==> src/rtl/alu_op_pkg.sv <==
package alu_op_pkg;

   localparam int unsigned CTL_W      = 3;
   localparam int unsigned MIN_CLS_W  = 3;
   localparam int unsigned MIN_FN_W   = 6;
   localparam int unsigned NIBBLE_W   = 4;

   typedef enum logic [CTL_W-1:0] {
      ALU_ADD = 3'b000,
      ALU_SUB = 3'b001,
      ALU_AND = 3'b010,
      ALU_OR  = 3'b110,
      ALU_SLT = 3'b111
   } alu_ctl_e;

   localparam logic [MIN_CLS_W-1:0] CLS_REGREG = 3'b100;
   localparam logic [MIN_CLS_W-1:0] CLS_OR     = 3'b010;
   localparam logic [MIN_CLS_W-1:0] CLS_ADD    = 3'b000;
   localparam logic [MIN_CLS_W-1:0] CLS_SUB    = 3'b001;

   localparam logic [NIBBLE_W-1:0] FN_ADD = 4'b0000;
   localparam logic [NIBBLE_W-1:0] FN_SUB = 4'b0010;
   localparam logic [NIBBLE_W-1:0] FN_AND = 4'b0100;
   localparam logic [NIBBLE_W-1:0] FN_OR  = 4'b0101;
   localparam logic [NIBBLE_W-1:0] FN_SLT = 4'b1010;

   localparam logic [1:0] FN_HI = 2'b10;

   function automatic logic is_legal_ctl(input logic [CTL_W-1:0] c);
      return (c == ALU_ADD) || (c == ALU_SUB) || (c == ALU_AND) ||
             (c == ALU_OR)  || (c == ALU_SLT);
   endfunction

endpackage

==> src/rtl/alu_funct_decode.sv <==
module alu_funct_decode
   import alu_op_pkg::*;
#(
   parameter int unsigned FUNCT_W  = 6,
   parameter bit          LOW_ONLY = 1'b1
) (
   input  logic [FUNCT_W-1:0] funct_i,
   output alu_ctl_e           op_o
);

   localparam int unsigned EXTRA_W = FUNCT_W - NIBBLE_W;

   if (FUNCT_W < MIN_FN_W) begin : g_bad_width
      $error("alu_funct_decode: FUNCT_W must be at least 6");
   end

   logic [NIBBLE_W-1:0] nib;
   logic [EXTRA_W-1:0]  upper;
   logic                upper_ok;

   assign nib   = funct_i[NIBBLE_W-1:0];
   assign upper = funct_i[FUNCT_W-1:NIBBLE_W];

   if (LOW_ONLY) begin : g_low_nibble
      assign upper_ok = 1'b1;
   end else begin : g_full_field
      assign upper_ok = (upper == EXTRA_W'(FN_HI));
   end

   always_comb begin
      op_o = ALU_ADD;
      if (upper_ok) begin
         unique case (nib)
            FN_SUB:  op_o = ALU_SUB;
            FN_AND:  op_o = ALU_AND;
            FN_OR:   op_o = ALU_OR;
            FN_SLT:  op_o = ALU_SLT;
            default: op_o = ALU_ADD;
         endcase
      end
   end

   // set-on-less-than can only come from its own nibble
   always_comb begin
      if (op_o == ALU_SLT) begin
         a_r5_slt_source : assert final (nib == FN_SLT)
            else $error("a_r5_slt_source: set-on-less-than from nibble %b", nib);
      end
   end

endmodule

==> src/rtl/alu_class_decode.sv <==
module alu_class_decode
   import alu_op_pkg::*;
#(
   parameter int unsigned CLASS_W = 3
) (
   input  logic [CLASS_W-1:0] op_class_i,
   output logic               use_funct_o,
   output alu_ctl_e           fixed_op_o
);

   if (CLASS_W < MIN_CLS_W) begin : g_bad_width
      $error("alu_class_decode: CLASS_W must be at least 3");
   end

   logic                 hi_zero;
   logic [MIN_CLS_W-1:0] code;

   assign code = op_class_i[MIN_CLS_W-1:0];

   if (CLASS_W > MIN_CLS_W) begin : g_wide
      assign hi_zero = (op_class_i[CLASS_W-1:MIN_CLS_W] == '0);
   end else begin : g_exact
      assign hi_zero = 1'b1;
   end

   always_comb begin
      use_funct_o = 1'b0;
      fixed_op_o  = ALU_ADD;
      if (hi_zero) begin
         unique case (code)
            CLS_REGREG: use_funct_o = 1'b1;
            CLS_OR:     fixed_op_o  = ALU_OR;
            CLS_SUB:    fixed_op_o  = ALU_SUB;
            default:    fixed_op_o  = ALU_ADD;
         endcase
      end
   end

   // a fixed class never produces and or set-on-less-than
   always_comb begin
      a_r11_fixed_range : assert final (fixed_op_o != ALU_AND && fixed_op_o != ALU_SLT)
         else $error("a_r11_fixed_range: fixed op %b", fixed_op_o);
   end

endmodule

==> src/rtl/alu_op_selector.sv <==
module alu_op_selector
   import alu_op_pkg::*;
#(
   parameter int unsigned CLASS_W  = 3,
   parameter int unsigned FUNCT_W  = 6,
   parameter bit          LOW_ONLY = 1'b1
) (
   input  logic [CLASS_W-1:0] op_class_i,
   input  logic [FUNCT_W-1:0] funct_i,
   output logic [CTL_W-1:0]   alu_ctl_o
);

   logic     use_funct;
   alu_ctl_e fixed_op;
   alu_ctl_e funct_op;

   alu_class_decode #(.CLASS_W(CLASS_W)) i_class (
      .op_class_i  (op_class_i),
      .use_funct_o (use_funct),
      .fixed_op_o  (fixed_op)
   );

   alu_funct_decode #(.FUNCT_W(FUNCT_W), .LOW_ONLY(LOW_ONLY)) i_funct (
      .funct_i (funct_i),
      .op_o    (funct_op)
   );

   assign alu_ctl_o = use_funct ? funct_op : fixed_op;

   always_comb begin
      // only the five defined codes leave the block
      a_r12_legal_code : assert final (is_legal_ctl(alu_ctl_o))
         else $error("a_r12_legal_code: code %b", alu_ctl_o);
      // the or class ignores the function field
      if (op_class_i == CLASS_W'(CLS_OR)) begin
         a_r8_or_class : assert final (alu_ctl_o == ALU_OR)
            else $error("a_r8_or_class: code %b", alu_ctl_o);
      end
      // the subtract class ignores the function field
      if (op_class_i == CLASS_W'(CLS_SUB)) begin
         a_r10_sub_class : assert final (alu_ctl_o == ALU_SUB)
            else $error("a_r10_sub_class: code %b", alu_ctl_o);
      end
   end

endmodule

==> config.mk <==
export PLATFORM = sky130hd
export DESIGN_NAME = alu_op_selector
export DESIGN_NICKNAME = d
export VERILOG_FILES = /design/src/rtl/alu_op_pkg.sv /design/src/rtl/alu_funct_decode.sv /design/src/rtl/alu_class_decode.sv /design/src/rtl/alu_op_selector.sv
export SDC_FILE = /design/constraint.sdc
export NUM_CORES = 1
export LEC_CHECK = 0
export BUFFER_PORTS_ARGS = -buffer_cell sky130_fd_sc_hd__clkbuf_2
export CORE_AREA = 2 2 39 41
export DETAILED_ROUTE_END_ITERATION = 10
export DIE_AREA = 0 0 41 43
export PLACE_DENSITY = 0.38
export SLEW_MARGIN = 20
export SYNTH_ARGS = -nofsm -noshare
export SYNTH_HDL_FRONTEND = slang
export SYNTH_SLANG_ARGS = --single-unit
export TNS_END_PERCENT = 10
==> constraint.sdc <==
create_clock -name vclk -period 0.95
set_clock_uncertainty 0.1 [all_clocks]
set_input_delay 0.095 -clock vclk [all_inputs]
set_output_delay 0.095 -clock vclk [all_outputs]
set_load 0.02 [all_outputs]
# Word level (Yosys, flattened, before mapping)
# Cells that the tools add are included.
# totals
register_bits	0
latch_bits	0
mem_bits_rw	0
mem_bits_ro	0
input_bits	9
output_inout_bits	3
word_cells	11
mem_count	0
# op_classes
addsub	0
multipliers	0
n_div	0
magnitude_cmp	0
n_eq_ne	7
shifts	0
mux	4
n_bitwise	0
n_reduce_logical	0
# ops
cell	n
$pmux W3 S4	1
$eq A4 B3 Y1 const B	2
$pmux W3 S2	1
$eq A4 B2 Y1 const B	1
$eq A4 B4 Y1 const B	1
$eq A3 B1 Y1 const B	1
$eq A3 B2 Y1 const B	1
$eq A3 B3 Y1 const B	1
$mux W3	1
$mux W1	1

# Depth between registers and ports, before layout
# Gate-level depths: netlist of the first run.
# depth
word_depth	3
mapped_depth	3
ltp_nobuf	3

# Modules after synthesis
# Synthesis of the first run repeated with hierarchy kept, for this count alone.
# unflattened
cells_unflattened	11
hier_area_um2	113.9
# by_module_without_submodules
mod	n_inst	cells_per_inst	area_per_inst_um2	seq_area_each_um2
alu_funct_decode	1	4	50.0	0.0
alu_op_selector	1	3	33.8	0.0
alu_class_decode	1	4	30.0	0.0

# Least setup slack after synthesis of the first run
# OpenSTA, ideal clock, no wires.
# synth_timing
path_kind	input port to output port
start	input funct_i[2]
end	output alu_ctl_o[1]
t_arrival_ns	0.807
required_ns	0.755
slack_ns	-0.052
path_stages	3
path_buffers	0
cell_sequence	and4bb_1 > o21ai_0 > a21oi_1
# synth_between
elab_chain_len	3
elab_cells_between_ends	6
classes_between	4 x eq/ne; 2 x mux
# synth_rtl
item	line	rtl
from (decl)	alu_op_selector.sv:9	input logic [FUNCT_W-1:0] funct_i,
$eq A4 B4 Y1, or another cell as far along	alu_funct_decode.sv:33	unique case (nib)
$pmux W3 S4 *	alu_funct_decode.sv:33	
$mux W3 *	alu_op_selector.sv:28	assign alu_ctl_o = use_funct ? funct_op : fixed_op;
to (decl)	alu_op_selector.sv:10	output logic [CTL_W-1:0] alu_ctl_o
# Mark *: on every way between the ends. The rest lies on a longest branch, timed or not.

# Worst setup path after layout of the first run
# layout_timing
start	input funct_i[2]
end	output alu_ctl_o[2]
# The elaborated chain is that of the path after synthesis.

==> impl_metrics.csv, run 1 <==
group,metric,value,unit
outcome,outcome,"complete, but fails checks",
outcome,violations,"negative setup slack",
route,drt_pass1_iterations,2,
hold_path,hp-class,"in2out",
job,max_cap_violations,0,
placement,place_inst,41,
sta,hold_viol,0,
floorplan,start_util,7.414,%
synthesis,synthCells,12,
cells_and_area,area_delta_synth_final,113.4,%
sta,tightest_slew,0.1894,ns
setup_path,cp_num_cells,5,
synthesis,ys_top_cells_by_area,"nor3b_4 (18%), a211oi_2 (12%), and4bb_1 (12%)",
synthesis,synth_cell_types,11,
route,num_vias,144,
sta,drv_slew,0,
grt,grtUsageTotal,3.896,%
power,p_leak,0.09452,nW
setup_path,arrival,0.89,ns
synthesis,ys_warn_count,0,
setup_path,worstSetupStartpointType,"input pin",
synthesis,yosysSeqAreaShare,0,%
sta,setup_viol,3,
cells_and_area,final_nets,36,
setup_path,endpoint,"alu_ctl_o[2]",
route,wl_per_cell,8.805,um
placement,dpl-instance-area,198.9,um^2
setup_path,end_kind,"output pin",
sta,max-slew-margin-rel,87.24,%
synthesis,yosys.area.top_type_share,18.29,%
floorplan,io_pins,12,
cells_and_area,clock_buffers,0,
setup_path,path_delay_family,"simple AND/OR/NAND/NOR gates",
setup_path,critical_path.cell_chain,"clkbuf_2 > and4bb_1 > a21oi_1 > a211oi_2 > buf_4",
cells_and_area,multi_input_area,112.6,um^2
setup_path,cp_max_fo,3,
cells_and_area,final_cells,41,
floorplan,die_h,43,um
route,initialDrtViolationCount,2,
placement,portBuffers,10,
clocking,hold_buffers,0,
grt,grt_pass1_vias,113,
grt,grt_max_degree,5,
synthesis,synth.most_common_cell,"a21oi_1",
cells_and_area,post-route-util,15.82,%
floorplan,num_rows,14,
setup_path,cp-startpoint,"funct_i[2]",
cells_and_area,seq_cells,0,
cells_and_area,finalInstanceArea,219.0,um^2
cells_and_area,fillers,161,
floorplan,fp.dieW,41,um
setup_path,cpMaxStageDelayCell,"and4bb_1",
cells_and_area,regArea,0,um^2
route,vias_per_cell,3.512,
power,p_total,0.08453,mW
placement,gp_congestion,0.6229,
sta,final.setup.tns,-0.3216,ns
sta,timing.fmax,0.9211,GHz
sta,worst_slack,-0.1357,ns
setup_path,crit_type,"in2out",
floorplan,core_area,0.001384,mm^2
setup_path,required,0.75,ns
synthesis,netlist.top_cell.by_area,"nor3b_4",
setup_path,critPathMaxStageDelay,0.29,ns
synthesis,post_synth.cell_area_avg,8.550,um^2
sta,period_share,114.3,%
grt,grt_first_pass_wirelength,510,um
cells_and_area,drive_gt1_share,68.00,%
cells_and_area,diodes,0,
grt,antenna_found_initial,0,
sta,fin_crit,1.086,ns
sta,rsz0062_at_grt,"yes",
route,ant_nets,0,
power,power_density,386.1,mW/mm^2
synthesis,synth_nets,21,
route,drc,0,
floorplan,die-area,0.001763,mm^2
route,wirelength,361,um
synthesis,syn_area,102.6,um^2
grt,overflow,0,
power,ir_drop,0.00009386,V
setup_path,path_buf_inv,2,
==> through the flow <==
step           setup slack (ns)  hold slack [ns]
2_1_floorplan          -0.04356           0.1317
3_3_place_gp            -0.1896           0.4212
3_5_place_dp            -0.1732           0.4189
4_1_cts                 -0.1485           0.4293
5_1_grt                 -0.1991           0.4497
6_report                -0.1357           0.4204
==> layout by cell type (no fill, tap or decap), drive strengths merged <==
cell type and n:
a211oi 1, xnor2 1, buf 5, nor4b 1, o21ai 1, nor3b 1, mux2i 1, clkbuf 8
and4bb 1, nand2b 1, a21oi 2, nor2b 1, nor2 1
==> layout make-up <==
class                      instances  area share (%)
tap                               16           9.143
timing repair buffer              13           39.43
multi-input combinational         12           51.43
==> what timing repair did <==
action	4_1_cts	5_1_grt
resized for setup	4	3
pin swaps	3	1
setup endpoints to repair	3	3
buffers inserted	0	0
hold endpoints to repair	0	0
==> report_power, final <==
group	leakage [nW]	switching (mW)	internal, mW
clock network	0	0	0
logic	0.0945	0.0397	0.0448
registers	0	0	0
total	0.0945	0.0397	0.0448
==> worst min-delay path, cell delays in order <==
cell and delay [ns]:
clkbuf_2 0.13, nor2_1 0.06, buf_4 0.15
==> per-layer routing <==
layer | vias to the layer above | GRT usage [%] | share of wire (%)
met3 | 0 | 0 | 13
met2 | 10 | 4.063 | 32
li1 | 74 | - | -
met5 | - | 0 | 0
met1 | 60 | 8.228 | 55
met4 | 0 | 0 | 0
==> cell families (layout without fill, tap and decap cells) <==
family,Yosys count,count (layout),share of synthesized area (%)
AND/OR/NAND/NOR,6,6,54.88
multiplexers,1,1,9.756
XOR/XNOR,1,1,8.538
AO/OA/AOI/OAI,4,4,26.82
buffers and inverters,0,13,0
==> how the worst min path moves through the flow <==
stage	startpoint	slack, ns	end	depth (start not counted)
after detailed placement	op_class_i[1]	0.42	alu_ctl_o[0]	3
after global placement	op_class_i[1]	0.42	alu_ctl_o[0]	3
final	op_class_i[1]	0.42	alu_ctl_o[0]	3
after floorplan	op_class_i[0]	0.13	alu_ctl_o[1]	1
after global routing	op_class_i[1]	0.45	alu_ctl_o[0]	3
after CTS	op_class_i[1]	0.43	alu_ctl_o[0]	3
No activity file was read; power rests on OpenSTA's default activity.
==> run 2: changes to the inputs <==
--- a/config.mk
+++ b/config.mk
@@ -5,11 +5,10 @@
 export SDC_FILE = /design/constraint.sdc
 export NUM_CORES = 1
 export LEC_CHECK = 0
-export BUFFER_PORTS_ARGS = -buffer_cell sky130_fd_sc_hd__clkbuf_2
+export BUFFER_PORTS_ARGS = -buffer_cell sky130_fd_sc_hd__buf_2
 export CORE_AREA = 2 2 39 41
 export DETAILED_ROUTE_END_ITERATION = 10
 export DIE_AREA = 0 0 41 43
-export PLACE_DENSITY = 0.38
 export SLEW_MARGIN = 20
 export SYNTH_ARGS = -nofsm -noshare
 export SYNTH_HDL_FRONTEND = slang
==> impl_metrics.csv, run 2 (synthesized netlist as in run 1, its figures left out) <==
group,metric,value,unit
route,drt_pass1_iterations,2,
route,num_vias,142,
placement,portBuffers,10,
route,vias_per_cell,3.550,
grt,overflow,0,
power,p_total,0.08622,mW
sta,max-slew-margin-rel,85.36,%
route,ant_nets,0,
clocking,cts_setup_buffers,0,
route,wl_per_cell,9.375,um
sta,setup_viol,3,
cells_and_area,regArea,0,um^2
floorplan,fp.dieW,41,um
hold_path,hp-class,"in2out",
placement,dp_hpwl,287.2,um
sta,hold_viol,0,
cells_and_area,clock_buffers,0,
job,max_cap_violations,0,
cells_and_area,post-route-util,16.00,%
floorplan,die_h,43,um
power,p_leak,0.09147,nW
sta,period_share,115.2,%
setup_path,critical_path.cell_chain,"buf_6 > and4bb_1 > a21oi_2 > a211oi_2 > buf_4",
floorplan,start_util,7.414,%
cells_and_area,seq_cells,0,
route,initialDrtViolationCount,3,
floorplan,num_rows,14,
route,drc,0,
cells_and_area,area_delta_synth_final,115.9,%
setup_path,required,0.75,ns
setup_path,cpMaxStageDelayCell,"and4bb_1",
outcome,outcome,"complete, but fails checks",
power,ir_drop,0.0001195,V
cells_and_area,diodes,0,
setup_path,crit_type,"in2out",
placement,gp_congestion,0.6392,
grt,grtUsageTotal,4.296,%
grt,grt_pass1_vias,152,
outcome,violations,"negative setup slack",
sta,whs,0.4121,ns
setup_path,arrival,0.90,ns
setup_path,worstSetupStartpointType,"input pin",
power,power_density,389.3,mW/mm^2
sta,worst_slack,-0.1440,ns
sta,timing.fmax,0.9141,GHz
sta,fin_crit,1.094,ns
cells_and_area,drive_gt1_share,70.83,%
cells_and_area,layout_common_cells,"buf_2 (5), buf_4 (5), a21oi_2 (2), buf_6 (2)",
grt,antenna_found_initial,0,
setup_path,cp_max_fo,3,
sta,drv_slew,0,
grt,grt_max_degree,5,
floorplan,die-area,0.001763,mm^2
floorplan,core_area,0.001384,mm^2
cells_and_area,final_nets,35,
setup_path,end_kind,"output pin",
floorplan,io_pins,12,
sta,rsz0062_at_grt,"yes",
setup_path,critPathMaxStageDelay,0.31,ns
route,wirelength,375,um
sta,tightest_slew,0.2190,ns
grt,grt_first_pass_wirelength,572,um
==> run 2: changes by cell type in the layout (fill, tap and decap cells not counted), sizes merged <==
cell and change:
buf +7, clkbuf -8
==> run 2: routing by layer <==
| metal | global-route usage (%) | wire length [um] |
|---|---|---|
| met1 | 6.962 | 205 |
| met2 | 5.938 | 123 |
| met3 | 1.047 | 47 |
| met4 | 0 | 0 |
| met5 | 0 | 0 |
==> run 2: path summary, 6_finish.rpt <==
| check | from | end | slack, ns | depth (start not counted) |
|---|---|---|---|---|
| worst min-delay path | op_class_i[1] | alu_ctl_o[0] | 0.41 | 3 |
| worst max-delay path | funct_i[2] | alu_ctl_o[2] | -0.14 | 5 |
==> run 2: what timing repair did <==
| item | CTS | global route |
|---|---|---|
| endpoints found under the hold margin | 0 | 0 |
| hold buffers | 0 | 0 |
| endpoints found under the setup margin | 3 | 3 |
| pin swaps | 2 | 1 |
| gates resized for setup | 9 | 0 |
| cloned | 0 | 0 |
==> run 2: cell type report <==
type,instances,area [um^2]
Timing Repair Buffer,12,85.08
Multi-Input combinational cell,12,116.4
Tap cell,16,20.02
Fill cell,161,1162
==> run 2: per-stage QoR <==
| step | setup slack [ns] | instance area, um^2 | TNS [ns] | std cells |
|---|---|---|---|---|
| final | -0.1440 | 221.5 | -0.3422 | 40 |
| after floorplan | -0.04356 | 106.4 | -0.04541 | 12 |
| after detailed placement | -0.1798 | 191.4 | -0.4727 | 40 |
| after global placement | -0.1724 | 191.4 | -0.4913 | 40 |
| after CTS | -0.1367 | 221.5 | -0.3185 | 40 |
| after global routing | -0.1808 | 221.5 | -0.4709 | 40 |
==> run 2: power breakdown <==
group          total [mW]  internal (mW)  switching, mW
Combinational      0.0862         0.0464         0.0398
Sequential              0              0              0
Clock                   0              0              0
Total              0.0862         0.0464         0.0398
==> run 2: worst max-delay path: cells and delay by family <==
kind / cells / cell delay [ns]
simple gates: 1 / 0.31
buf+inv: 2 / 0.27
compound gates: 2 / 0.23
==> run 3: changes to the inputs <==
--- a/config.mk
+++ b/config.mk
@@ -9,6 +9,7 @@
 export CORE_AREA = 2 2 39 41
 export DETAILED_ROUTE_END_ITERATION = 10
 export DIE_AREA = 0 0 41 43
+export REMOVE_ABC_BUFFERS = 1
 export SLEW_MARGIN = 20
 export SYNTH_ARGS = -nofsm -noshare
 export SYNTH_HDL_FRONTEND = slang
==> constraint.sdc (replaced) <==
create_clock -name vclk -period 1.25
set_clock_uncertainty 0.1 [all_clocks]
set_input_delay 0.125 -clock vclk [all_inputs]
set_output_delay 0.125 -clock vclk [all_outputs]
set_load 0.02 [all_outputs]
==> impl_metrics.csv, run 3 (synthesized netlist as in run 1, its figures left out) <==
group,metric,value,unit
job,max_cap_violations,0,
setup_path,arrival,0.97,ns
placement,gp_congestion,0.6237,
sta,fin_crit,1.193,ns
grt,grtUsageTotal,3.497,%
clocking,hold_buffers,0,
placement,place_inst,38,
hold_path,hold_depth,3,
cells_and_area,regArea,0,um^2
cells_and_area,seq_cells,0,
clocking,cts-resized-gates,0,
hold_path,hp-class,"in2out",
route,ant_nets,0,
sta,max-slew-margin-rel,84.88,%
sta,hold_viol,0,
route,wirelength,281,um
setup_path,worstSetupStartpointType,"input pin",
floorplan,core_area,0.001384,mm^2
floorplan,start_util,7.414,%
power,power_density,282.7,mW/mm^2
floorplan,die_h,43,um
power,p_total,0.05058,mW
grt,grt_first_pass_wirelength,469,um
grt,overflow,0,
cells_and_area,clock_buffers,0,
cells_and_area,final_common_cell,"buf_2",
cells_and_area,final_nets,33,
grt,grt_pass1_vias,126,
floorplan,die-area,0.001763,mm^2
floorplan,num_rows,14,
sta,tightest_slew,0.2261,ns
grt,grt_max_degree,5,
route,drt_pass1_iterations,1,
sta,final.setup.tns,0,ns
route,initialDrtViolationCount,0,
cells_and_area,area_delta_synth_final,74.39,%
cells_and_area,drive_gt1_share,59.09,%
setup_path,cp_max_fo,3,
placement,portBuffers,10,
clocking,cts_setup_buffers,0,
setup_path,crit_type,"in2out",
setup_path,end_kind,"output pin",
power,p_leak,0.07654,nW
cells_and_area,fillers,158,
power,ir_drop,0.0001011,V
outcome,outcome,"finished, final reports clean",
sta,rsz0062_at_grt,"no",
route,drc,0,
sta,timing.fmax,0.8379,GHz
cells_and_area,diodes,0,
sta,whs,0.4644,ns
route,num_vias,127,
setup_path,required,1.02,ns
cells_and_area,final_cells,38,
cells_and_area,layout_common_cells,"buf_2 (10), a21oi_1 (2)",
placement,dp_hpwl,260.1,um
floorplan,fp.dieW,41,um
grt,antenna_found_initial,0,
sta,period_share,95.48,%
hold_path,holdPathEnd,"alu_ctl_o[0]",
floorplan,io_pins,12,
route,wl_per_cell,7.395,um
hold_path,min_from,"op_class_i[1]",
route,vias_per_cell,3.342,
cells_and_area,multi_input_area,108.9,um^2
sta,drv_slew,0,
sta,setup_viol,0,
## run 3: layer usage
layer,vias up,wire length (um),GRT usage [%]
met3,0,53,0
met5,-,0,0
met2,10,66,4.375
li1,67,-,-
met4,0,0,0
met1,50,161,6.646
## run 3: how the worst max path moves through the flow
stage	start	endpoint	slack (ns)
finish	funct_i[2]	alu_ctl_o[2]	0.06
CTS	funct_i[0]	alu_ctl_o[0]	0.04
detailed placement	funct_i[0]	alu_ctl_o[0]	0.04
global route	funct_i[2]	alu_ctl_o[1]	0.02
floorplan	funct_i[2]	alu_ctl_o[1]	0.19
global placement	funct_i[2]	alu_ctl_o[2]	0.06
## run 3: where the power goes
group | switching [mW] | internal, mW | leakage (nW)
Clock | 0 | 0 | 0
Combinational | 0.0266 | 0.0240 | 0.0765
Sequential | 0 | 0 | 0
Total | 0.0266 | 0.0240 | 0.0765
## run 3: layout make-up
class	count	share of cell area, %
multi-input cells	12	60.84
repair buffers	10	27.97
well taps	16	11.19
## run 3: per-stage QoR
stage          cell area [um^2]  utilization, %  setup slack (ns)
2_1_floorplan             102.6               -            0.1877
3_3_place_gp              172.7           12.48           0.06051
3_5_place_dp              172.7           12.48           0.03872
4_1_cts                   172.7           12.48           0.03765
5_1_grt                   178.9           12.93           0.01580
6_report                  178.9           12.93           0.05656
## run 3: worst max-delay path, cell delays in order
cell and delay (ns):
buf_2 0.11, and4bb_1 0.28, a21oi_1 0.05, a211oi_2 0.21
buf_2 0.19
